==> src/rtl/mos_pkg.sv <==
package mos_pkg;

    // Classification of one completed run of equal samples
    typedef enum logic [1:0] {
        RUN_NONE = 2'd0,
        RUN_HALF = 2'd1,
        RUN_PAIR = 2'd2,
        RUN_BAD  = 2'd3
    } run_kind_e;

    typedef struct packed {
        logic      lvl;
        run_kind_e kind;
    } run_evt_t;

    // Value of a bit given the level of its first half
    function automatic logic decode_bit(input logic first_lvl, input logic conv);
        return first_lvl ^ ~conv;
    endfunction

endpackage

==> src/rtl/mos_frame_ctl.sv <==
module mos_frame_ctl #(
    parameter int CNT_W = 8
) (
    input  logic             clk,
    input  logic             rst,
    input  logic             tick,
    input  logic             line,
    input  logic [CNT_W-1:0] limit,
    output logic             take,
    output logic             first,
    output logic             last
);
    logic             capturing;
    logic             prev_hi;
    logic [CNT_W-1:0] cnt;
    logic             start;
    logic             in_cap;

    always_comb begin
        start  = tick & ~capturing & prev_hi & ~line;
        in_cap = tick & capturing;
        take   = start | in_cap;
        first  = start;
        last   = (start && (limit == '0)) || (in_cap && (cnt == limit));
    end

    always_ff @(posedge clk) begin
        if (rst) begin
            capturing <= 1'b0;
            prev_hi   <= 1'b0;
            cnt       <= '0;
        end else begin
            if (tick) prev_hi <= line;
            if (start) begin
                capturing <= ~last;
                cnt       <= CNT_W'(1);
            end else if (in_cap) begin
                if (last) capturing <= 1'b0;
                else      cnt       <= cnt + 1'b1;
            end
        end
    end
endmodule

==> src/rtl/mos_run_track.sv <==
module mos_run_track
    import mos_pkg::*;
#(
    parameter int RUN_W = 6
) (
    input  logic             clk,
    input  logic             rst,
    input  logic             take,
    input  logic             first,
    input  logic             last,
    input  logic             smp,
    input  logic [RUN_W-1:0] lo,
    input  logic [RUN_W-1:0] hi,
    output run_evt_t         evt
);
    logic             run_lvl;
    logic [RUN_W-1:0] run_len;
    logic [RUN_W-1:0] len_inc;

    function automatic run_kind_e classify(input logic [RUN_W-1:0] len,
                                           input logic [RUN_W-1:0] wl,
                                           input logic [RUN_W-1:0] wh,
                                           input logic             fin);
        logic [RUN_W:0] l_ext;
        logic [RUN_W:0] wl2;
        logic [RUN_W:0] wh2;
        l_ext = {1'b0, len};
        wl2   = {wl, 1'b0};
        wh2   = {wh, 1'b0};
        if (fin && (len < wl))             return RUN_NONE;
        if ((len >= wl) && (len <= wh))    return RUN_HALF;
        if ((l_ext >= wl2) && (l_ext <= wh2)) return RUN_PAIR;
        return RUN_BAD;
    endfunction

    always_comb begin
        len_inc  = (run_len == '1) ? run_len : run_len + 1'b1;
        evt.lvl  = run_lvl;
        evt.kind = RUN_NONE;
        if (take && !first) begin
            if (smp != run_lvl) evt.kind = classify(run_len, lo, hi, 1'b0);
            else if (last)      evt.kind = classify(len_inc, lo, hi, 1'b1);
        end
    end

    always_ff @(posedge clk) begin
        if (rst) begin
            run_lvl <= 1'b1;
            run_len <= '0;
        end else if (take) begin
            if (first || (smp != run_lvl)) begin
                run_lvl <= smp;
                run_len <= RUN_W'(1);
            end else begin
                run_len <= len_inc;
            end
        end
    end
endmodule

==> src/rtl/mos_half_pair.sv <==
module mos_half_pair
    import mos_pkg::*;
(
    input  logic     clk,
    input  logic     rst,
    input  logic     first,
    input  logic     last,
    input  logic     conv,
    input  run_evt_t evt,
    output logic     bit_out,
    output logic     bit_valid,
    output logic     frame_done,
    output logic     bit_err
);
    logic pend;
    logic held_lvl;
    logic emit;
    logic err;
    logic npend;
    logic nheld;

    always_comb begin
        emit  = 1'b0;
        err   = 1'b0;
        npend = pend;
        nheld = held_lvl;
        case (evt.kind)
            RUN_HALF: begin
                if (pend) begin
                    npend = 1'b0;
                    if (held_lvl != evt.lvl) emit = 1'b1;
                    else                     err  = 1'b1;
                end else begin
                    npend = 1'b1;
                    nheld = evt.lvl;
                end
            end
            RUN_PAIR: begin
                if (pend && (held_lvl != evt.lvl)) begin
                    emit  = 1'b1;
                    npend = 1'b1;
                    nheld = evt.lvl;
                end else begin
                    err   = 1'b1;
                    npend = 1'b0;
                end
            end
            RUN_BAD: begin
                err   = 1'b1;
                npend = 1'b0;
            end
            default: ;
        endcase
    end

    always_ff @(posedge clk) begin
        if (rst) begin
            pend       <= 1'b0;
            held_lvl   <= 1'b0;
            bit_out    <= 1'b0;
            bit_valid  <= 1'b0;
            frame_done <= 1'b0;
            bit_err    <= 1'b0;
        end else begin
            bit_valid  <= emit;
            frame_done <= last;
            if (emit) bit_out <= decode_bit(held_lvl, conv);
            if (first) begin
                pend    <= 1'b0;
                bit_err <= 1'b0;
            end else begin
                pend     <= npend;
                held_lvl <= nheld;
                if (err) bit_err <= 1'b1;
            end
        end
    end
endmodule

==> src/rtl/manch_os_rx.sv <==
module manch_os_rx
    import mos_pkg::*;
#(
    parameter int CNT_W = 8,
    parameter int RUN_W = 6
) (
    input  logic             clk,
    input  logic             rst,
    input  logic             sample_tick,
    input  logic             line_in,
    input  logic             conv_sel,
    input  logic [CNT_W-1:0] sample_limit,
    input  logic [RUN_W-1:0] win_lo,
    input  logic [RUN_W-1:0] win_hi,
    output logic             bit_out,
    output logic             bit_valid,
    output logic             frame_done,
    output logic             bit_err
);
    logic     take;
    logic     first;
    logic     last;
    run_evt_t evt;

    mos_frame_ctl #(.CNT_W(CNT_W)) u_ctl (
        .clk   (clk),
        .rst   (rst),
        .tick  (sample_tick),
        .line  (line_in),
        .limit (sample_limit),
        .take  (take),
        .first (first),
        .last  (last)
    );

    mos_run_track #(.RUN_W(RUN_W)) u_run (
        .clk   (clk),
        .rst   (rst),
        .take  (take),
        .first (first),
        .last  (last),
        .smp   (line_in),
        .lo    (win_lo),
        .hi    (win_hi),
        .evt   (evt)
    );

    mos_half_pair u_pair (
        .clk        (clk),
        .rst        (rst),
        .first      (first),
        .last       (last),
        .conv       (conv_sel),
        .evt        (evt),
        .bit_out    (bit_out),
        .bit_valid  (bit_valid),
        .frame_done (frame_done),
        .bit_err    (bit_err)
    );
endmodule

==> config.mk <==
export PLATFORM = sky130hd
export DESIGN_NAME = manch_os_rx
export DESIGN_NICKNAME = d
export VERILOG_FILES = /design/src/rtl/mos_pkg.sv /design/src/rtl/mos_frame_ctl.sv /design/src/rtl/mos_run_track.sv /design/src/rtl/mos_half_pair.sv /design/src/rtl/manch_os_rx.sv
export SDC_FILE = /design/constraint.sdc
export NUM_CORES = 1
export LEC_CHECK = 0
export BUFFER_PORTS_ARGS = -buffer_cell sky130_fd_sc_hd__buf_2
export CAP_MARGIN = 20
export CORE_MARGIN = 3
export CORE_UTILIZATION = 59
export DETAILED_ROUTE_END_ITERATION = 16
export PLACE_DENSITY = 0.84
export SLEW_MARGIN = 20
export SYNTH_ARGS = -nofsm -noshare
export SYNTH_HDL_FRONTEND = slang
export SYNTH_HIERARCHICAL = 1
export SYNTH_SLANG_ARGS = --single-unit
==> constraint.sdc <==
create_clock -name clk -period 4.9 [get_ports clk]
set_input_delay 1.47 -clock clk [delete_from_list [all_inputs] [get_ports clk]]
set_output_delay 1.47 -clock clk [all_outputs]
set_load 0.01 [all_outputs]
==> Word-level counts from Yosys, hierarchy flattened <==
Cells that the tools add are included.
{ "totals": {"regBits": 23, "latchBits": 0, "mem_bits_rw": 0, "romBits": 0, "in_bits": 25, "output_inout_bits": 4, "elab_cells": 122, "mem_count": 0} }
{ "op_classes": {"n_addsub": 2, "mul": 0, "div_mod_pow": 0, "order_cmp": 9, "eq_ne": 10, "n_shift": 0, "muxes": 56, "n_bitwise": 11, "reduce_logical": 22} }
{ "ops": {"columns": ["operator", "n"], "rows": [
  ["1-bit two-way mux", 37],
  ["2-bit two-way mux", 13],
  ["6-bit by 7-bit greater-or-equal comparator with 1-bit output", 2],
  ["6-bit by 7-bit less-or-equal comparator with 1-bit output", 2],
  ["6-bit greater-or-equal comparator", 2],
  ["6-bit less-or-equal comparator", 2],
  ["6-bit two-way mux", 2],
  ["8-bit by 1-bit adder with 8-bit output (second input constant)", 1],
  ["8-bit == test", 1],
  ["1-bit logical AND", 8],
  ["8-bit zero test", 1],
  ["2-bit AND reduction", 4],
  ["6-bit by 1-bit adder with 6-bit output (second input constant)", 1],
  ["6-bit == test (second input constant)", 1],
  ["6-bit less-than comparator", 1],
  ["1-bit case mux with 3 select lines", 2],
  ["2-bit nonzero test", 3],
  ["1-bit inverter", 5],
  ["1-bit bitwise AND", 4],
  ["2-bit == test (second input constant)", 2],
  ["2-bit by 1-bit != test with 1-bit output (second input constant)", 2],
  ["1-bit case mux with 2 select lines", 2],
  ["4-bit AND reduction", 1],
  ["3-bit nonzero test", 1],
  ["8 further kinds", 10]
]} }

==> Logic depth before layout (Yosys ltp) <==
{ "logic_depth": {"ltp_word": 27, "ltp_mapped": 17, "ltp_nobuf": 16} }

==> By module <==
The synthesis kept the hierarchy.
{ "modules_own_cells": {"columns": ["mod", "n_inst", "cells_per_inst", "area_per_inst_um2", "seq_area_each_um2"], "rows": [
  ["mos_run_track", 1, 177, 1421.4, 140.1],
  ["mos_frame_ctl", 1, 79, 690.7, 200.2],
  ["mos_half_pair", 1, 38, 355.3, 120.1]
]} }

==> Worst setup path before layout <==
Ideal clock, no wire load.
{ "synth_timing": {"path_kind": "input to register", "startpoint": "in sample_limit[5]", "endpoint": "reg u_pair.held_lvl", "setup_time_ns": 0.072, "arrival_ns": 4.351, "t_required_ns": 4.828, "slack_ns": 0.478, "path_stages": 14, "n_path_buf": 0, "path_cell_list": "xor2_1 -> nor4_4 -> nand2_1 -> o21ai_0 -> nand3_1 -> a211oi_1 -> a22oi_1 -> a31o_1 -> a211oi_2 -> inv_1 -> ha_1 -> inv_1 -> a2111oi_0 -> mux2i_1"} }
{ "synth_rtl": {"columns": ["element", "line_no", "rtl"], "rows": [
  ["start: declaration", "manch_os_rx.sv:12", "input logic [CNT_W-1:0] sample_limit,"],
  ["end signal: assignment", "mos_half_pair.sv:73", "held_lvl <= nheld;"],
  ["end: declaration", "mos_half_pair.sv:16", "logic held_lvl;"]
]} }

==> flow_metrics.env <==
export IMPL_status="finished, final reports clean"
export IMPL_die_h_um=70.7
export IMPL_p_sw_uw=113
export IMPL_p_int_uw=282
export IMPL_cts_setup_buffers=0
export IMPL_rsz0062_at_grt="false"
export IMPL_synthFlopType="dfxtp_1"
export IMPL_cts_root_buf="clkbuf_8"
export IMPL_io_buffers=28
export IMPL_ff_latch_area_sq_um=460
export IMPL_place_ws_ns=0.340
export IMPL_grt_max_degree=25
export IMPL_grt_pass1_wl_mm=9.68
export IMPL_placed_cells=371
export IMPL_cap_violations=0
export IMPL_tns_ns=0
export IMPL_die_area_sq_um=4990
export IMPL_startpoint_type="register"
export IMPL_fin_crit_sh_pct=87.4
export IMPL_ys_async_sr_fraction_pct=0
export IMPL_place_congestion=0.871
export IMPL_final_core_util_pct=71.0
export IMPL_crit_fanout=8
export IMPL_grt_remaining_overflow=0
export IMPL_placed_cell_area_sq_um=2690
export IMPL_drc=0
export IMPL_cts_buffers=3
export IMPL_ys_warn_count=6
export IMPL_route_detailed_wl_per_inst_um=15.3
export IMPL_drtIter0Drc=193
export IMPL_fin_nets=401
export IMPL_vias=2305
export IMPL_fmax_mhz=233
export IMPL_syn_area_sq_um=2470
export IMPL_htree_levels=1
export IMPL_ant_nets=0
export IMPL_min_path_type="reg -> reg"
export IMPL_drive_gt1_share_pct=15.3
export IMPL_clkPwrFrac_pct=29.7
export IMPL_power_uw=395
export IMPL_antenna_found_initial=0
export IMPL_sw_frac_of_total_pct=28.6
export IMPL_synth_seq_cells=23
export IMPL_clock_latency_ns=0.26
export IMPL_fp_coreArea_sq_um=3850
export IMPL_postSynthAreaPerCell_sq_um=8.39
export IMPL_die_width_um=70.7
export IMPL_cts_resized=0
export IMPL_drt_first_pass_iters=5
export IMPL_diodes=0
export IMPL_setup_viol=0
export IMPL_worst_pin_slew_ns=0.646
export IMPL_final_common_cell="ha_1"
export IMPL_synthCells=294
export IMPL_stdcell_count=375
export IMPL_yosysSeqAreaShare_pct=18.7
export IMPL_cp_data_arrival_time_ns=4.48
export IMPL_cts_sinks=23
export IMPL_avgViaCountPerCell=6.15
export IMPL_synth_fp_nets=367
export IMPL_p_seq_share_pct=49.3
export IMPL_io_pins=29
export IMPL_start_util_pct=64.0
export IMPL_power_density_nw_per_um2=144
export IMPL_cts_tree="built"
export IMPL_critPathRequiredTime_ns=5.10
export IMPL_clk_pin_slew_ns=0.08
export IMPL_cts_buffer_depth=2
export IMPL_mostFrequentLayoutCells="ha_1 (48), buf_2 (28), a21oi_1 (26)"
export IMPL_fin_ws_ns=0.616
export IMPL_area_delta_synth_final_pct=10.9
export IMPL_worstSetupEndpointType="register"
export IMPL_hpwl_mm=4.60
export IMPL_fin_area_sq_um=2740
export IMPL_leakagePower_nw=1.34
export IMPL_grtUsageTotal_pct=23.4
export IMPL_skew_ns=0.00215
export IMPL_first_global_vias=2194
export IMPL_holdWs_ns=0.477
export IMPL_row_count=22
export IMPL_period_minus_slack_ns=4.28
export IMPL_ir_worst_vdd_uv=194
export IMPL_slew_headroom_pct=56.8
export IMPL_power_frac_comb_pct=21.0
export IMPL_hold_viol=0
export IMPL_synth_edf_count=0
export IMPL_multi_input_area_sq_um=1930
export IMPL_finalMaxSlewViolations=0
export IMPL_fillers=314
export IMPL_hold_buffers=0
export IMPL_criticalPathCategory="reg -> reg"
export IMPL_routed_wl_mm=5.74
export IMPL_synthDistinctLibCells=58
-- registers in the layout (all words and copies together) (netlist names) --
register	cells
u_ctl/prev_hi	1
u_pair/pend	1
u_pair/held_lvl	1
u_pair/bit_err	1
u_pair/bit_out	1
u_run/run_lvl	1
u_ctl/capturing	1
u_ctl/cnt	8
u_run/run_len	6
u_pair/frame_done	1
u_pair/bit_valid	1
-- final cells by class --
cell class                 count  share of cell area (%)
tap                           48                    2.19
clock buffer                   3                    1.51
inverter                      17                    2.33
multi-input combinational    250                    70.5
sequential                    23                    16.8
clock inverter                 1                   0.183
timing repair buffer          33                    6.49
-- path summary, 6_finish.rpt --
path                     from              end  slack, ns  depth (start not counted)
min            u_pair/bit_out   u_pair/bit_out       0.48                          2
max          u_run/run_len[0]  u_pair/held_lvl       0.62                         15
max reg2reg  u_run/run_len[0]  u_pair/held_lvl       0.62                         15
min reg2reg    u_pair/bit_out   u_pair/bit_out       0.48                          2
-- worst max-delay path, cell delays in order, from the launching register on --
cell and delay (ns):
dfxtp_1 0.52, ha_1 0.25, and2_1 0.24, a21oi_1 0.09, a31oi_1 0.52, ha_1 0.37
nand4_1 0.10, a31oi_1 0.05, a2111o_1 0.39, a31o_1 0.23, a211oi_2 0.29, inv_1 0.13
ha_1 0.27, nor2b_1 0.15, a2111oi_0 0.39, mux2i_1 0.22
-- layer usage --
| layer | global-route usage, % | vias to the layer above | share of wire (%) |
|---|---|---|---|
| met2 | 41.7 | 82 | 47 |
| met3 | 2.70 | 10 | 5.8 |
| met1 | 29.9 | 1052 | 45 |
| li1 | - | 1161 | - |
| met5 | 0 | - | 0 |
| met4 | 6.26 | 0 | 1.6 |
-- power by group through the flow --
stage / Sequential (mW) / Combinational (mW) / Clock, mW
6_report: 0.195 / 0.0830 / 0.117
5_1_grt: 0.195 / 0.0942 / 0.131
4_1_cts: 0.195 / 0.0826 / 0.123
3_5_place_dp: 0.199 / 0.0824 / 0
3_3_place_gp: 0.199 / 0.0789 / 0
2_1_floorplan: 0.197 / 0.0536 / 0
-- kinds of logic after synthesis --
group	after synthesis	synth area share, %
AO/OA/AOI/OAI	74	20.5
adder cells (fa/ha/maj)	48	24.3
XOR/XNOR	15	5.32
multiplexers	11	4.51
buffers and inverters	21	3.45
AND/OR/NAND/NOR	102	23.2
flip-flops	23	18.7
-- cells in the mapped netlist (2+ instances only) --
cell type	number	area share, %
nand3_1	14	2.8
mux2i_1	10	4.1
nor4_4	2	1.7
o211ai_1	2	0.61
nor3_1	3	0.61
inv_1	17	2.6
buf_2	2	0.41
a211oi_1	3	0.91
nand2b_1	6	1.5
nand4_1	4	1.0
a211o_1	2	0.71
ha_1	48	24
a31oi_1	5	1.3
xor2_1	11	3.9
nor4_1	4	1.0
dfxtp_1	23	19
a21o_1	10	3.0
or3_1	6	1.5
xnor2_1	4	1.4
o21ai_0	6	1.2
nor2b_1	11	2.8
nor2_1	16	2.4
nand2_1	22	3.3
a21boi_0	2	0.61
a21oi_1	26	5.3
and3_1	3	0.76
Note: power is estimated with default switching activity, not from simulation.
